**src/rtl/cal_seq_pkg.sv**
```systemverilog
package cal_seq_pkg;

   typedef enum logic [2:0] {
      CM_NORM     = 3'd0,
      CM_SELF     = 3'd1,
      CM_SYS_ZERO = 3'd2,
      CM_SYS_FULL = 3'd3,
      CM_SYS_OFS  = 3'd4,
      CM_BACKGND  = 3'd5
   } cal_mode_t;

   typedef enum logic [1:0] {
      SRC_AIN   = 2'b00,
      SRC_SHORT = 2'b01,
      SRC_REF   = 2'b10
   } cal_src_t;

   typedef struct packed {
      cal_src_t src;
      logic     zcap;
      logic     fcap;
      logic     fdiff;
      logic     oevt;
      logic     cevt;
      logic     last;
   } slot_ctl_t;

endpackage

```
**src/rtl/cal_mode_decode.sv**
```systemverilog
module cal_mode_decode
   import cal_seq_pkg::*;
(
   input  logic [2:0] code,
   output cal_mode_t  mode
);

   always_comb begin
      case (code)
         3'b001:  mode = CM_SELF;
         3'b010:  mode = CM_SYS_ZERO;
         3'b011:  mode = CM_SYS_FULL;
         3'b100:  mode = CM_SYS_OFS;
         3'b101:  mode = CM_BACKGND;
         default: mode = CM_NORM;
      endcase
   end

endmodule

```
**src/rtl/cal_slot_plan.sv**
```systemverilog
module cal_slot_plan
   import cal_seq_pkg::*;
#(
   parameter int ZERO_LEN = 4,
   parameter int SELF_LEN = 9,
   parameter int SYS_LEN  = 4,
   parameter int BG_NORM  = 4,
   parameter int SLOT_W   = 4
) (
   input  cal_mode_t          mode,
   input  logic [SLOT_W-1:0]  slot,
   output slot_ctl_t          ctl
);

   localparam logic [SLOT_W-1:0] ZERO_END  = SLOT_W'(ZERO_LEN);
   localparam logic [SLOT_W-1:0] ZERO_LAST = SLOT_W'(ZERO_LEN - 1);
   localparam logic [SLOT_W-1:0] SELF_LAST = SLOT_W'(SELF_LEN - 1);
   localparam logic [SLOT_W-1:0] SYS_LAST  = SLOT_W'(SYS_LEN - 1);
   localparam logic [SLOT_W-1:0] BG_OUT    = SLOT_W'(BG_NORM - 1);
   localparam logic [SLOT_W-1:0] BG_ZERO   = SLOT_W'(BG_NORM);
   localparam logic [SLOT_W-1:0] BG_FULL   = SLOT_W'(BG_NORM + 1);

   always_comb begin
      ctl.src   = SRC_AIN;
      ctl.zcap  = 1'b0;
      ctl.fcap  = 1'b0;
      ctl.fdiff = 1'b0;
      ctl.oevt  = 1'b0;
      ctl.cevt  = 1'b0;
      ctl.last  = 1'b0;
      case (mode)
         CM_SELF: begin
            ctl.src  = (slot < ZERO_END) ? SRC_SHORT : SRC_REF;
            ctl.zcap = (slot == ZERO_LAST);
            ctl.fcap = (slot == SELF_LAST);
            ctl.last = (slot == SELF_LAST);
            ctl.cevt = (slot == SELF_LAST);
         end
         CM_SYS_ZERO: begin
            ctl.zcap = (slot == SYS_LAST);
            ctl.last = (slot == SYS_LAST);
            ctl.cevt = (slot == SYS_LAST);
         end
         CM_SYS_FULL: begin
            ctl.fcap = (slot == SYS_LAST);
            ctl.last = (slot == SYS_LAST);
            ctl.cevt = (slot == SYS_LAST);
         end
         CM_SYS_OFS: begin
            ctl.src   = (slot < ZERO_END) ? SRC_AIN : SRC_REF;
            ctl.zcap  = (slot == ZERO_LAST);
            ctl.fcap  = (slot == SELF_LAST);
            ctl.fdiff = 1'b1;
            ctl.last  = (slot == SELF_LAST);
            ctl.cevt  = (slot == SELF_LAST);
         end
         CM_BACKGND: begin
            if (slot == BG_ZERO)
               ctl.src = SRC_SHORT;
            else if (slot == BG_FULL)
               ctl.src = SRC_REF;
            else
               ctl.src = SRC_AIN;
            ctl.oevt = (slot == BG_OUT);
            ctl.zcap = (slot == BG_ZERO);
            ctl.fcap = (slot == BG_FULL);
            ctl.last = (slot == BG_FULL);
         end
         default: begin
            ctl.oevt = 1'b1;
            ctl.last = 1'b1;
         end
      endcase
   end

endmodule

```
**src/rtl/cal_coef_regs.sv**
```systemverilog
module cal_coef_regs #(
   parameter int DATA_W        = 24,
   parameter bit OFS_SPAN_DIFF = 1'b1
) (
   input  logic              clk,
   input  logic              rst_n,
   input  logic              zcap,
   input  logic              fcap,
   input  logic              fdiff,
   input  logic [DATA_W-1:0] data,
   output logic [DATA_W-1:0] zero_q,
   output logic [DATA_W-1:0] full_q
);

   logic [DATA_W-1:0] full_d;

   generate
      if (OFS_SPAN_DIFF) begin : g_span
         assign full_d = fdiff ? (data - zero_q) : data;
      end else begin : g_raw
         logic unused_fdiff;
         assign unused_fdiff = fdiff;
         assign full_d = data;
      end
   endgenerate

   always_ff @(posedge clk or negedge rst_n) begin
      if (!rst_n) begin
         zero_q <= '0;
         full_q <= '0;
      end else begin
         if (zcap) zero_q <= data;
         if (fcap) full_q <= full_d;
      end
   end

endmodule

```
**src/rtl/cal_sequencer.sv**
```systemverilog
module cal_sequencer
   import cal_seq_pkg::*;
#(
   parameter int DATA_W        = 24,
   parameter int ZERO_LEN      = 4,
   parameter int SELF_LEN      = 9,
   parameter int SYS_LEN       = 4,
   parameter int BG_NORM       = 4,
   parameter bit OFS_SPAN_DIFF = 1'b1
) (
   input  logic              clk,
   input  logic              rst_n,
   input  logic              mode_wr,
   input  logic [2:0]        mode_code,
   input  logic              period_tick,
   input  logic [DATA_W-1:0] conv_data,
   input  logic              rd_ack,
   output logic              conv_req,
   output logic [1:0]        src_sel,
   output logic [DATA_W-1:0] zero_coef,
   output logic [DATA_W-1:0] full_coef,
   output logic [DATA_W-1:0] dout,
   output logic              dout_invalid,
   output logic              drdy_n
);

   localparam int BG_LEN  = BG_NORM + 2;
   localparam int MAX_LEN = (SELF_LEN > BG_LEN) ? SELF_LEN : BG_LEN;
   localparam int SLOT_W  = $clog2(MAX_LEN + 1);

   generate
      if (DATA_W < 2) begin : g_bad_width
         $error("cal_sequencer: DATA_W must be at least 2");
      end
      if (ZERO_LEN < 1 || ZERO_LEN >= SELF_LEN) begin : g_bad_self
         $error("cal_sequencer: ZERO_LEN must lie in 1..SELF_LEN-1");
      end
      if (SYS_LEN < 1) begin : g_bad_sys
         $error("cal_sequencer: SYS_LEN must be at least 1");
      end
      if (BG_NORM < 1) begin : g_bad_bg
         $error("cal_sequencer: BG_NORM must be at least 1");
      end
   endgenerate

   cal_mode_t         mode_q;
   cal_mode_t         pend_mode;
   logic [2:0]        pend_code_q;
   logic              pend_q;
   logic              active_q;
   logic              first_bg_q;
   logic [SLOT_W-1:0] slot_q;
   slot_ctl_t         ctl;
   logic              proc;

   cal_mode_decode u_dec (
      .code (pend_code_q),
      .mode (pend_mode)
   );

   cal_slot_plan #(
      .ZERO_LEN (ZERO_LEN),
      .SELF_LEN (SELF_LEN),
      .SYS_LEN  (SYS_LEN),
      .BG_NORM  (BG_NORM),
      .SLOT_W   (SLOT_W)
   ) u_plan (
      .mode (mode_q),
      .slot (slot_q),
      .ctl  (ctl)
   );

   assign proc = period_tick && !pend_q && active_q;

   cal_coef_regs #(
      .DATA_W        (DATA_W),
      .OFS_SPAN_DIFF (OFS_SPAN_DIFF)
   ) u_coef (
      .clk    (clk),
      .rst_n  (rst_n),
      .zcap   (proc && ctl.zcap),
      .fcap   (proc && ctl.fcap),
      .fdiff  (ctl.fdiff),
      .data   (conv_data),
      .zero_q (zero_coef),
      .full_q (full_coef)
   );

   always_ff @(posedge clk or negedge rst_n) begin
      if (!rst_n) begin
         pend_q      <= 1'b0;
         pend_code_q <= 3'b000;
      end else if (mode_wr) begin
         pend_q      <= 1'b1;
         pend_code_q <= mode_code;
      end else if (period_tick) begin
         pend_q      <= 1'b0;
      end
   end

   always_ff @(posedge clk or negedge rst_n) begin
      if (!rst_n) begin
         mode_q     <= CM_NORM;
         active_q   <= 1'b0;
         slot_q     <= '0;
         first_bg_q <= 1'b0;
      end else if (period_tick) begin
         if (pend_q) begin
            mode_q     <= pend_mode;
            active_q   <= 1'b1;
            slot_q     <= '0;
            first_bg_q <= (pend_mode == CM_BACKGND);
         end else if (!active_q) begin
            active_q   <= 1'b1;
            slot_q     <= '0;
         end else begin
            if (ctl.last) begin
               slot_q <= '0;
               if (ctl.cevt) mode_q <= CM_NORM;
            end else begin
               slot_q <= slot_q + 1'b1;
            end
            if (ctl.fcap) first_bg_q <= 1'b0;
         end
      end
   end

   always_ff @(posedge clk or negedge rst_n) begin
      if (!rst_n) begin
         dout         <= '0;
         dout_invalid <= 1'b0;
         drdy_n       <= 1'b1;
      end else begin
         if (proc && ctl.oevt) begin
            dout         <= conv_data;
            dout_invalid <= first_bg_q;
         end
         if (proc && (ctl.oevt || ctl.cevt))
            drdy_n <= 1'b0;
         else if (rd_ack)
            drdy_n <= 1'b1;
      end
   end

   assign conv_req = active_q;
   assign src_sel  = active_q ? ctl.src : SRC_AIN;

endmodule

```
**config.mk**
```make
export PLATFORM = sky130hd
export DESIGN_NAME = cal_sequencer
export DESIGN_NICKNAME = d
export VERILOG_FILES = /design/src/rtl/cal_seq_pkg.sv /design/src/rtl/cal_mode_decode.sv /design/src/rtl/cal_slot_plan.sv /design/src/rtl/cal_coef_regs.sv /design/src/rtl/cal_sequencer.sv
export SDC_FILE = /design/constraint.sdc
export NUM_CORES = 1
export LEC_CHECK = 0
export BUFFER_PORTS_ARGS = -buffer_cell sky130_fd_sc_hd__buf_2
export CAP_MARGIN = 20
export CORE_MARGIN = 4
export CORE_UTILIZATION = 55
export CTS_BUF_LIST = sky130_fd_sc_hd__clkbuf_4 sky130_fd_sc_hd__clkbuf_8
export DETAILED_ROUTE_END_ITERATION = 8
export HOLD_SLACK_MARGIN = 0.12
export PLACE_DENSITY = 0.87
export SLEW_MARGIN = 10
export SYNTH_ARGS = -nofsm -noshare
export SYNTH_HDL_FRONTEND = slang
export SYNTH_HIERARCHICAL = 1
export SYNTH_SLANG_ARGS = --single-unit
```
**constraint.sdc**
```tcl
create_clock -name clk -period 5.85 [get_ports clk]
set_input_delay 0.585 -clock clk [delete_from_list [all_inputs] [get_ports clk]]
set_output_delay 0.585 -clock clk [all_outputs]
set_load 0.02 [all_outputs]
```
==> flow_summary.ini, run 1 <==
[floorplan]
placeableCoreArea_mm2 = 0.008848
core.rowCount = 34
initial_core_util = 0.5727
die_x_um = 104.0
num_io_pins = 109
die_area_mm2 = 0.01081
die_h_um = 104.0

[sta]
period_needed_ns = 2.746
post-route-period-util = 0.4694
rsz0062_at_grt = no
hold_viol = 0
maxSlewViolCount = 0
fin_setup_tns_ns = 0
fmaxAchievable_mhz = 364.2
maxSlewHeadroom = 0.3061
clock_skew_ns = 0.009699
tightest_slew_ns = 1.041
finalSetupViolCount = 0

[final_layout]
area_growth_pct = 16.02
antenna_cells = 0
drive_gt1_frac = 0.3154
fin_nets = 648

[drt]
viasPerCell = 5.706
wl_um = 11370
wl_per_cell_um = 16.15
firstDrtPassIters = 6
drc = 0
vias = 4017
drt_iter0_drc = 225
drt.antenna.violating_nets = 0

[clock_tree]
clock_path_buffers = 2
cts_made_buffers = 9
postCtsHoldBufs = 0
cts.sinks = 87
cts_resized = 0
cts_setup_buffers = 0
tritoncts = done
clock_latency_ns = 0.35
cts-root-buf = clkbuf_8
htree_levels = 3
clkTransAtPathRegs_ns = 0.09

[worst_setup_path]
r2r_slack_ns = 3.10
start_kind = register
path_class = register to register
worstPathArrival_ns = 2.98
end_kind = register
crit_required_ns = 6.08
r2r-start = mode_q[0]
crit_start = mode_q[0]
crit_fanout = 58

[logic_synthesis]
synth_cell_types = 70
synth-async-reset-ratio = 1.000
avgSynthCellArea_um2 = 10.32
ys_seq_elements = 87
syn_nets = 548
yosysWarnings = 6
synthFlopType = dfrtp_1
yosysTopAreaCell = dfrtp_1
synth-edff-count = 0
synth_top_area_share = 0.4247
synth_area_leaders = dfrtp_1 42%, ha_1 5.9%, mux2_4 5.9%
synth_cells = 491
ys_seq_area_frac = 0.4299
netlist_area_mm2 = 0.005067

[grt]
gr-total-overflow = 0
use_met1 = 0.2759
grt_use_total = 0.2168
first_global_vias = 4094
grt_max_degree = 88
gr-max-usage-layer = met2
use_met3 = 0.03724
antenna_found_initial = 0
grt_pass1_wl_um = 19670
grt_util_met2 = 0.3737

[run]
drv_cap = 0

[placed_design]
gp_congestion = 0.8063
hpwl_um = 8163
portBuffers = 108

[hold_path]
hp-class = primary input to asynchronous set/reset pin

[pwr]
p_per_area_mw_per_mm2 = 300.1
peakVddDrop_mv = 0.1515
p_leak_nw = 2.967
finalPower_mw = 1.765

[status]
outcome = finished, final reports clean
## cell type report
cell class	count	area [um2]
Clock buffer	11	138.9
Clock inverter	5	82.58
Fill cell	699	2969
Inverter	32	120.1
Multi-Input combinational cell	351	2646
Sequential cell	87	2178
Tap cell	108	135.1
Timing Repair Buffer	110	578.1
## registers in the layout, indices dropped and copies added, names as in the netlist
name           cells
conv_req           1
dout              24
dout_invalid       1
drdy_n             1
first_bg_q         1
mode_q             3
pend_code_q        3
pend_q             1
slot_q             4
u_coef/full_q     24
u_coef/zero_q     24
## worst paths after layout
| check | to | cells past startpoint |
|---|---|---|
| setup / recovery | u_coef/full_q[20] | 6 |
| hold / removal | conv_req | 1 |
| setup reg to reg | u_coef/full_q[20] | 6 |
| hold reg to reg | dout[2] | 1 |
| max in group asynchronous | dout[4] | 2 |
| min in group clk | drdy_n | 2 |
## synthesized netlist by cell type, types with 3 or more instances
| library cell | count |
|---|---|
| nor2b_1 | 10 |
| mux2i_1 | 18 |
| a32o_1 | 3 |
| dfrtp_1 | 86 |
| nand3b_1 | 6 |
| o21a_1 | 9 |
| and3_1 | 5 |
| nand4_1 | 5 |
| nor2_1 | 30 |
| o21ai_0 | 39 |
| a21oi_1 | 37 |
| a311o_1 | 3 |
| xnor2_1 | 9 |
| nor4b_1 | 3 |
| mux2_2 | 13 |
| inv_1 | 31 |
| nand3_1 | 7 |
| a21oi_2 | 3 |
| nand2b_1 | 4 |
| mux2_4 | 20 |
| xor2_1 | 4 |
| ha_1 | 24 |
| o2bb2ai_1 | 3 |
| a21o_1 | 6 |
| nand2_1 | 38 |
| nor3_1 | 5 |
| clkbuf_1 | 14 |
## power breakdown
| part | internal, mW | switching [mW] | leakage (nW) | total (mW) |
|---|---|---|---|---|
| logic | 0.245 | 0.302 | 1.84 | 0.547 |
| registers | 0.697 | 0.0617 | 1.02 | 0.759 |
| clock network | 0.250 | 0.209 | 0.103 | 0.459 |
## stage by stage
stage | cells | hold slack [ns] | util | worst slack [ns] | cell area, um2
final | 704 | 0.1977 | 0.6645 | 3.104 | 5879
after global routing | 704 | 0.2149 | 0.6645 | 2.846 | 5879
after CTS | 703 | 0.4334 | 0.6613 | 3.124 | 5852
after detailed placement | 687 | 0.4904 | 0.6363 | 2.809 | 5630
after global placement | 687 | 0.4827 | 0.6363 | 2.865 | 5630
after floorplan | 491 | 0.2894 | - | 3.136 | 5067
## metal layers
layer	wire length, um	vias to the layer above	share of wire
met5	0	-	0
met4	201	0	0.018
met3	591	18	0.052
met2	5667	123	0.50
met1	4912	1935	0.43
li1	-	1941	-
## kinds of logic (layout without fill, tap and decap cells)
kind of cell	count (synthesis)	in the layout	share of synthesized area
AOI/OAI and AO/OA	129	129	0.1719
muxes	51	51	0.1237
xor gates and xnor gates	13	13	0.02247
DFF	87	87	0.4299
adders and majority gates	25	25	0.06321
and+or+nand+nor	133	133	0.1400
buffers and inverters	53	158	0.04889
## placed cells by master (no fill, tap or decap), types with 3 or more instances in the layout
cell type and count:
mux2_2 13, a21oi_1 37, and3_1 5, mux2_4 20
buf_2 107, nand2_1 38, dfrtp_1 86, nor2b_1 10
xnor2_1 9, nor3_1 5, mux2i_1 18, ha_1 24
o21a_1 9, inv_1 31, nand2b_1 4, xor2_1 4
a311o_1 3, a21o_1 6, nor4b_1 3, nand3_1 7
a32o_1 3, nand4_1 5, clkinvlp_4 3, o21ai_0 39
o2bb2ai_1 3, a21oi_2 3, nand3b_1 6, nor2_1 30
clkbuf_8 9
## critical path, cell delays in order (launching register included)
cell	delay [ns]
dfrtp_1	0.52
nor3b_2	0.31
nand4_1	0.23
o211ai_1	0.17
and2_2	0.88
o21ai_0	0.21
a211o_1	0.30
Note: power is estimated with default switching activity, not from simulation.
==> inputs of run 2 (changes only) <==
--- a/config.mk
+++ b/config.mk
@@ -5,6 +5,7 @@
 export SDC_FILE = /design/constraint.sdc
 export NUM_CORES = 1
 export LEC_CHECK = 0
+export ABC_AREA = 1
 export BUFFER_PORTS_ARGS = -buffer_cell sky130_fd_sc_hd__buf_2
 export CAP_MARGIN = 20
 export CORE_MARGIN = 4
@@ -12,7 +13,7 @@
 export CTS_BUF_LIST = sky130_fd_sc_hd__clkbuf_4 sky130_fd_sc_hd__clkbuf_8
 export DETAILED_ROUTE_END_ITERATION = 8
 export HOLD_SLACK_MARGIN = 0.12
-export PLACE_DENSITY = 0.87
+export PLACE_DENSITY = 0.86
 export SLEW_MARGIN = 10
 export SYNTH_ARGS = -nofsm -noshare
 export SYNTH_HDL_FRONTEND = slang
==> constraint.sdc (replaced) <==
create_clock -name clk -period 2.9 [get_ports clk]
set_input_delay 0.29 -clock clk [delete_from_list [all_inputs] [get_ports clk]]
set_output_delay 0.29 -clock clk [all_outputs]
set_load 0.02 [all_outputs]
==> flow_summary.ini, run 2 <==
[worst_setup_path]
end_kind = register
crit_fanout = 26
rr_worst_depth = 13
path_class = register to register
r2r-start = slot_q[2]
worstPathArrival_ns = 2.50
r2r_end = u_coef/full_q[0]
start_kind = register
crit_required_ns = 3.19
r2r_slack_ns = 0.69

[grt]
grt_pass1_wl_um = 24720
antenna_found_initial = 0
gr-total-overflow = 0
grt_use_total = 0.2610
grt_max_degree = 88
first_global_vias = 5246

[pwr]
swShare = 0.3159
switchingPower_mw = 1.052
seq_power_share = 0.428
peakVddDrop_mv = 0.2972
combPwrFrac = 0.233
intPower_mw = 2.279
p_per_area_mw_per_mm2 = 500.7
p_leak_nw = 3.892
finalPower_mw = 3.331
p_clk_frac = 0.339

[clock_tree]
cts-root-buf = clkbuf_8
cts_made_buffers = 9
cts_setup_buffers = 0
clock_path_buffers = 2
htree_levels = 3
tritoncts = done
clkTransAtPathRegs_ns = 0.09
cts.sinks = 87
clock_latency_ns = 0.36

[floorplan]
die_area_mm2 = 0.01205
placeableCoreArea_mm2 = 0.009910
die_x_um = 109.8
num_io_pins = 109
initial_core_util = 0.5751
die_h_um = 109.8
core.rowCount = 36

[logic_synthesis]
yosysWarnings = 6
syn_nets = 897
avgSynthCellArea_um2 = 6.785
synth_cell_types = 34
synthFlopType = dfrtp_1
ys_seq_area_frac = 0.3822
synth-edff-count = 0
synth-async-reset-ratio = 1.000
synth.most_common_cell = nand2_1
ys_seq_elements = 87
synth_area_leaders = dfrtp_1 38%, nand2_1 20%, inv_1 8.2%
yosysTopAreaCell = dfrtp_1
netlist_area_mm2 = 0.005699
synth_cells = 840
synth_top_area_share = 0.3776
synth.top_cells.by_count = 305 x nand2_1, 125 x inv_1, 86 x dfrtp_1

[final_layout]
final_common_cell = nand2_1
area_growth_pct = 16.73
antenna_cells = 0
reg_top3 = dout x24, u_coef/full_q x24, u_coef/zero_q x24
final_cell_mix = 305 x nand2_1, 125 x inv_1, 107 x buf_2
drive_gt1_frac = 0.1851
fin_cells = 1084
fin_nets = 1003

[drt]
firstDrtPassIters = 5
wl_per_cell_um = 14.09
viasPerCell = 5.216
drt_iter0_drc = 550
drt.antenna.violating_nets = 0
vias = 5654
drc = 0
wl_um = 15280

[placed_design]
dp.cells = 1066
portBuffers = 108
hpwl_um = 11370
gp_congestion = 0.9487

[hold_path]
hp-class = primary input to register
min_to = pend_code_q[1]
hold_depth = 3
hp-start = mode_code[1]

[sta]
maxSlewHeadroom = 0.6814
fmaxAchievable_mhz = 453.4
maxSlewViolCount = 0
period_needed_ns = 2.206
hold_viol = 0
post-route-period-util = 0.7605
fin_setup_tns_ns = 0
rsz0062_at_grt = no
clock_skew_ns = 0.008544
tightest_slew_ns = 0.4774
finalSetupViolCount = 0

[run]
drv_cap = 0

[status]
outcome = finished, final reports clean
==> run 2: changes by cell type after synthesis, sizes merged, moves of 10 or more <==
cell   delta
nand2   +283
inv      +99
nor2b    -10
nor2     +48
mux2     -33
a21oi    -18
mux2i    -18
nand3    +65
==> run 2: power by group through the flow <==
stage               Combinational, mW  Sequential [mW]  Clock (mW)
floorplan                       0.335             1.60           0
global placement                0.748             1.44           0
detailed placement              0.766             1.45           0
CTS                             0.771             1.43        1.15
global route                    0.854             1.44        1.20
finish                          0.775             1.43        1.13
==> run 2: cell type report <==
cell class / count / area, um2
flip-flops and latches: 87 / 2178
clock buffers: 11 / 145.1
multi-input cells: 600 / 2909
inverters: 131 / 491.7
well taps: 133 / 166.4
repair buffers: 117 / 633.1
clock inverters: 5 / 128.9
fillers: 861 / 3257
==> run 2: logic make-up (layout without fill, tap and decap cells) <==
group | count (synthesis) | in the layout | share of synthesized area
AOI/OAI and AO/OA | 76 | 76 | 0.06981
DFF | 87 | 87 | 0.3822
buffers and inverters | 153 | 264 | 0.1078
and+or+nand+nor | 490 | 490 | 0.3701
xor gates and xnor gates | 9 | 9 | 0.01383
adders and majority gates | 25 | 25 | 0.05620
==> run 2: how the worst max path moves through the flow <==
| stage | from | to | depth (start not counted) |
|---|---|---|---|
| floorplan | u_coef/zero_q[0] | u_coef/full_q[16] | 13 |
| global placement | conv_data[0] | u_coef/full_q[22] | 15 |
| detailed placement | slot_q[2] | u_coef/full_q[3] | 13 |
| CTS | slot_q[2] | u_coef/full_q[3] | 13 |
| global route | slot_q[2] | u_coef/full_q[0] | 13 |
| finish | slot_q[2] | u_coef/full_q[0] | 13 |
==> run 2: critical path, cell delays in order, from the launching register on <==
cell	delay (ns)
dfrtp_1	0.47
nor2_2	0.17
inv_2	0.07
nor2_4	0.10
nand2_1	0.07
nand3_1	0.09
inv_1	0.06
nor2_1	0.10
buf_4	0.21
clkinv_1	0.10
buf_4	0.24
a21oi_1	0.18
o21ai_0	0.17
nand2_1	0.12
==> run 2: per-stage QoR <==
step	hold slack, ns	utilization	area, um2	setup slack (ns)
after global routing	0.1444	0.6713	6653	0.5099
after detailed placement	0.4572	0.6399	6341	0.8104
after CTS	0.1344	0.6676	6615	0.7919
after floorplan	-0.005591	-	5699	1.004
after global placement	0.4476	0.6399	6341	0.8717
final	0.1489	0.6713	6653	0.6945
==> run 2: layer usage <==
metal | part of all wire | global-route usage | vias up
met5 | 0 | 0 | -
met1 | 0.45 | 0.3713 | 2560
met3 | 0.075 | 0.03171 | 39
met2 | 0.45 | 0.4094 | 255
met4 | 0.021 | 0.09350 | 0
li1 | - | - | 2800
==> run 2: what timing repair did <==
item,in CTS,in global routing
gates resized for setup,0,0
hold endpoints to repair,0,26
hold buffers,0,1
==> inputs of run 3 (changes only) <==
==> constraint.sdc (replaced) <==
create_clock -name clk -period 2.1 [get_ports clk]
set_input_delay 0.21 -clock clk [delete_from_list [all_inputs] [get_ports clk]]
set_output_delay 0.21 -clock clk [all_outputs]
set_load 0.02 [all_outputs]
==> flow_summary.ini, run 3 (synthesis gave the netlist of run 2 again) <==
[grt]
gr-total-overflow = 0
first_global_vias = 5392
grt_max_degree = 60
grt_use_total = 0.2658
grt_pass1_wl_um = 25310
antenna_found_initial = 0

[clock_tree]
clkTransAtPathRegs_ns = 0.09
cts-root-buf = clkbuf_8
cts_made_buffers = 9
cts_setup_buffers = 0
tritoncts = done
clock_path_buffers = 2
clock_latency_ns = 0.36
cts.sinks = 87
htree_levels = 3

[sta]
finalSetupViolCount = 0
rsz0062_at_grt = no
fmaxAchievable_mhz = 511.3
maxSlewViolCount = 0
hold_slack_ns = 0.1345
period_needed_ns = 1.956
hold_viol = 0
maxSlewHeadroom = 0.6885
post-route-period-util = 0.9313
clock_skew_ns = 0.01009
fin_setup_tns_ns = 0
tightest_slew_ns = 0.4667

[hold_path]
hp-class = primary input to register

[worst_setup_path]
crit_required_ns = 2.36
path_class = primary input to register
end_kind = register
crit_fanout = 5
worstPathArrival_ns = 2.21
start_kind = primary input

[floorplan]
placeableCoreArea_mm2 = 0.009910
core.rowCount = 36
die_area_mm2 = 0.01205
initial_core_util = 0.5751
die_x_um = 109.8
die_h_um = 109.8
num_io_pins = 109

[final_layout]
reg_top3 = dout x24, u_coef/full_q x24, u_coef/zero_q x24
antenna_cells = 0
final_cell_mix = 305 x nand2_1, 125 x inv_1, 107 x buf_2
area_growth_pct = 19.67
fin_nets = 1023
final_common_cell = nand2_1
drive_gt1_frac = 0.1885

[drt]
vias = 5681
wl_per_cell_um = 13.94
viasPerCell = 5.146
drt_iter0_drc = 489
drt.antenna.violating_nets = 0
wl_um = 15390
drc = 0
firstDrtPassIters = 5

[placed_design]
hpwl_um = 11550
gp_congestion = 0.9679
portBuffers = 108

[pwr]
p_per_area_mw_per_mm2 = 628.6
peakVddDrop_mv = 0.3863
p_leak_nw = 3.949

[status]
outcome = finished, final reports clean

[run]
drv_cap = 0
[run 3: cell count changes in the layout (fill, tap and decap cells not counted), sizes merged]
cell and delta:
dlygate4sd3 +18, bufinv -3, buf +2, clkbuf +1, clkinvlp +1, inv +1
[run 3: repair_timing]
item                                    4_1_cts  5_1_grt
endpoints found under the setup margin        0        7
hold buffers                                 19        0
endpoints found under the hold margin        44        0
resized for setup                             0        6
[run 3: per-layer routing]
metal,GRT usage,vias to the layer above,wire length [um],part of all wire
met3,0.04639,19,1301,0.085
met1,0.3845,2571,7026,0.46
met5,0,-,0,0
met2,0.4164,244,6840,0.44
met4,0.06055,0,219,0.014
li1,-,2847,-,-
[run 3: cell type report]
type | instances | area [um2]
inverter | 131 | 491.7
multi-input combinational | 600 | 2937
clock buffer | 12 | 152.6
tap | 133 | 166.4
clock inverter | 4 | 47.55
fill | 857 | 3089
sequential | 87 | 2180
timing repair buffer | 137 | 845.8
[run 3: path summary, 6_finish.rpt]
path / to / depth (start not counted) / slack, ns / from
min: u_coef/zero_q[10] / 3 / 0.13 / conv_data[10]
max in group asynchronous: drdy_n / 3 / 1.11 / rst_n
min reg2reg: dout[4] / 2 / 0.47 / dout[4]
max reg2reg: u_coef/full_q[6] / 10 / 0.16 / u_coef/zero_q[0]
max: u_coef/full_q[21] / 12 / 0.14 / conv_data[9]
min in group asynchronous: u_coef/full_q[2] / 2 / 0.31 / rst_n
[run 3: per-stage QoR]
stage	setup WS [ns]	utilization	total power, mW	instances	area, um2
CTS	0.1487	0.6854	4.301	1104	6792
global placement	0.1803	0.6460	3.042	1069	6401
global route	0.001643	0.6883	4.520	1104	6820
finish	0.1443	0.6883	4.287	1104	6820
detailed placement	0.1455	0.6460	3.069	1069	6401
floorplan	0.2041	-	2.671	840	5699
[run 3: report_power, final]
group	internal (mW)	switching, mW
logic	0.362	0.745
registers	1.86	0.108
clock network	0.606	0.606
total	2.83	1.46
[run 3: worst max-delay path, stage by stage]
cell           delay [ns]
dlygate4sd3_1        0.53
buf_2                0.15
ha_1                 0.40
nand2_2              0.13
nor2_1               0.20
nand2_1              0.08
nor2_1               0.09
nand2_1              0.08
nand4_1              0.11
nand3_1              0.08
nand2_1              0.10
nand2_1              0.06
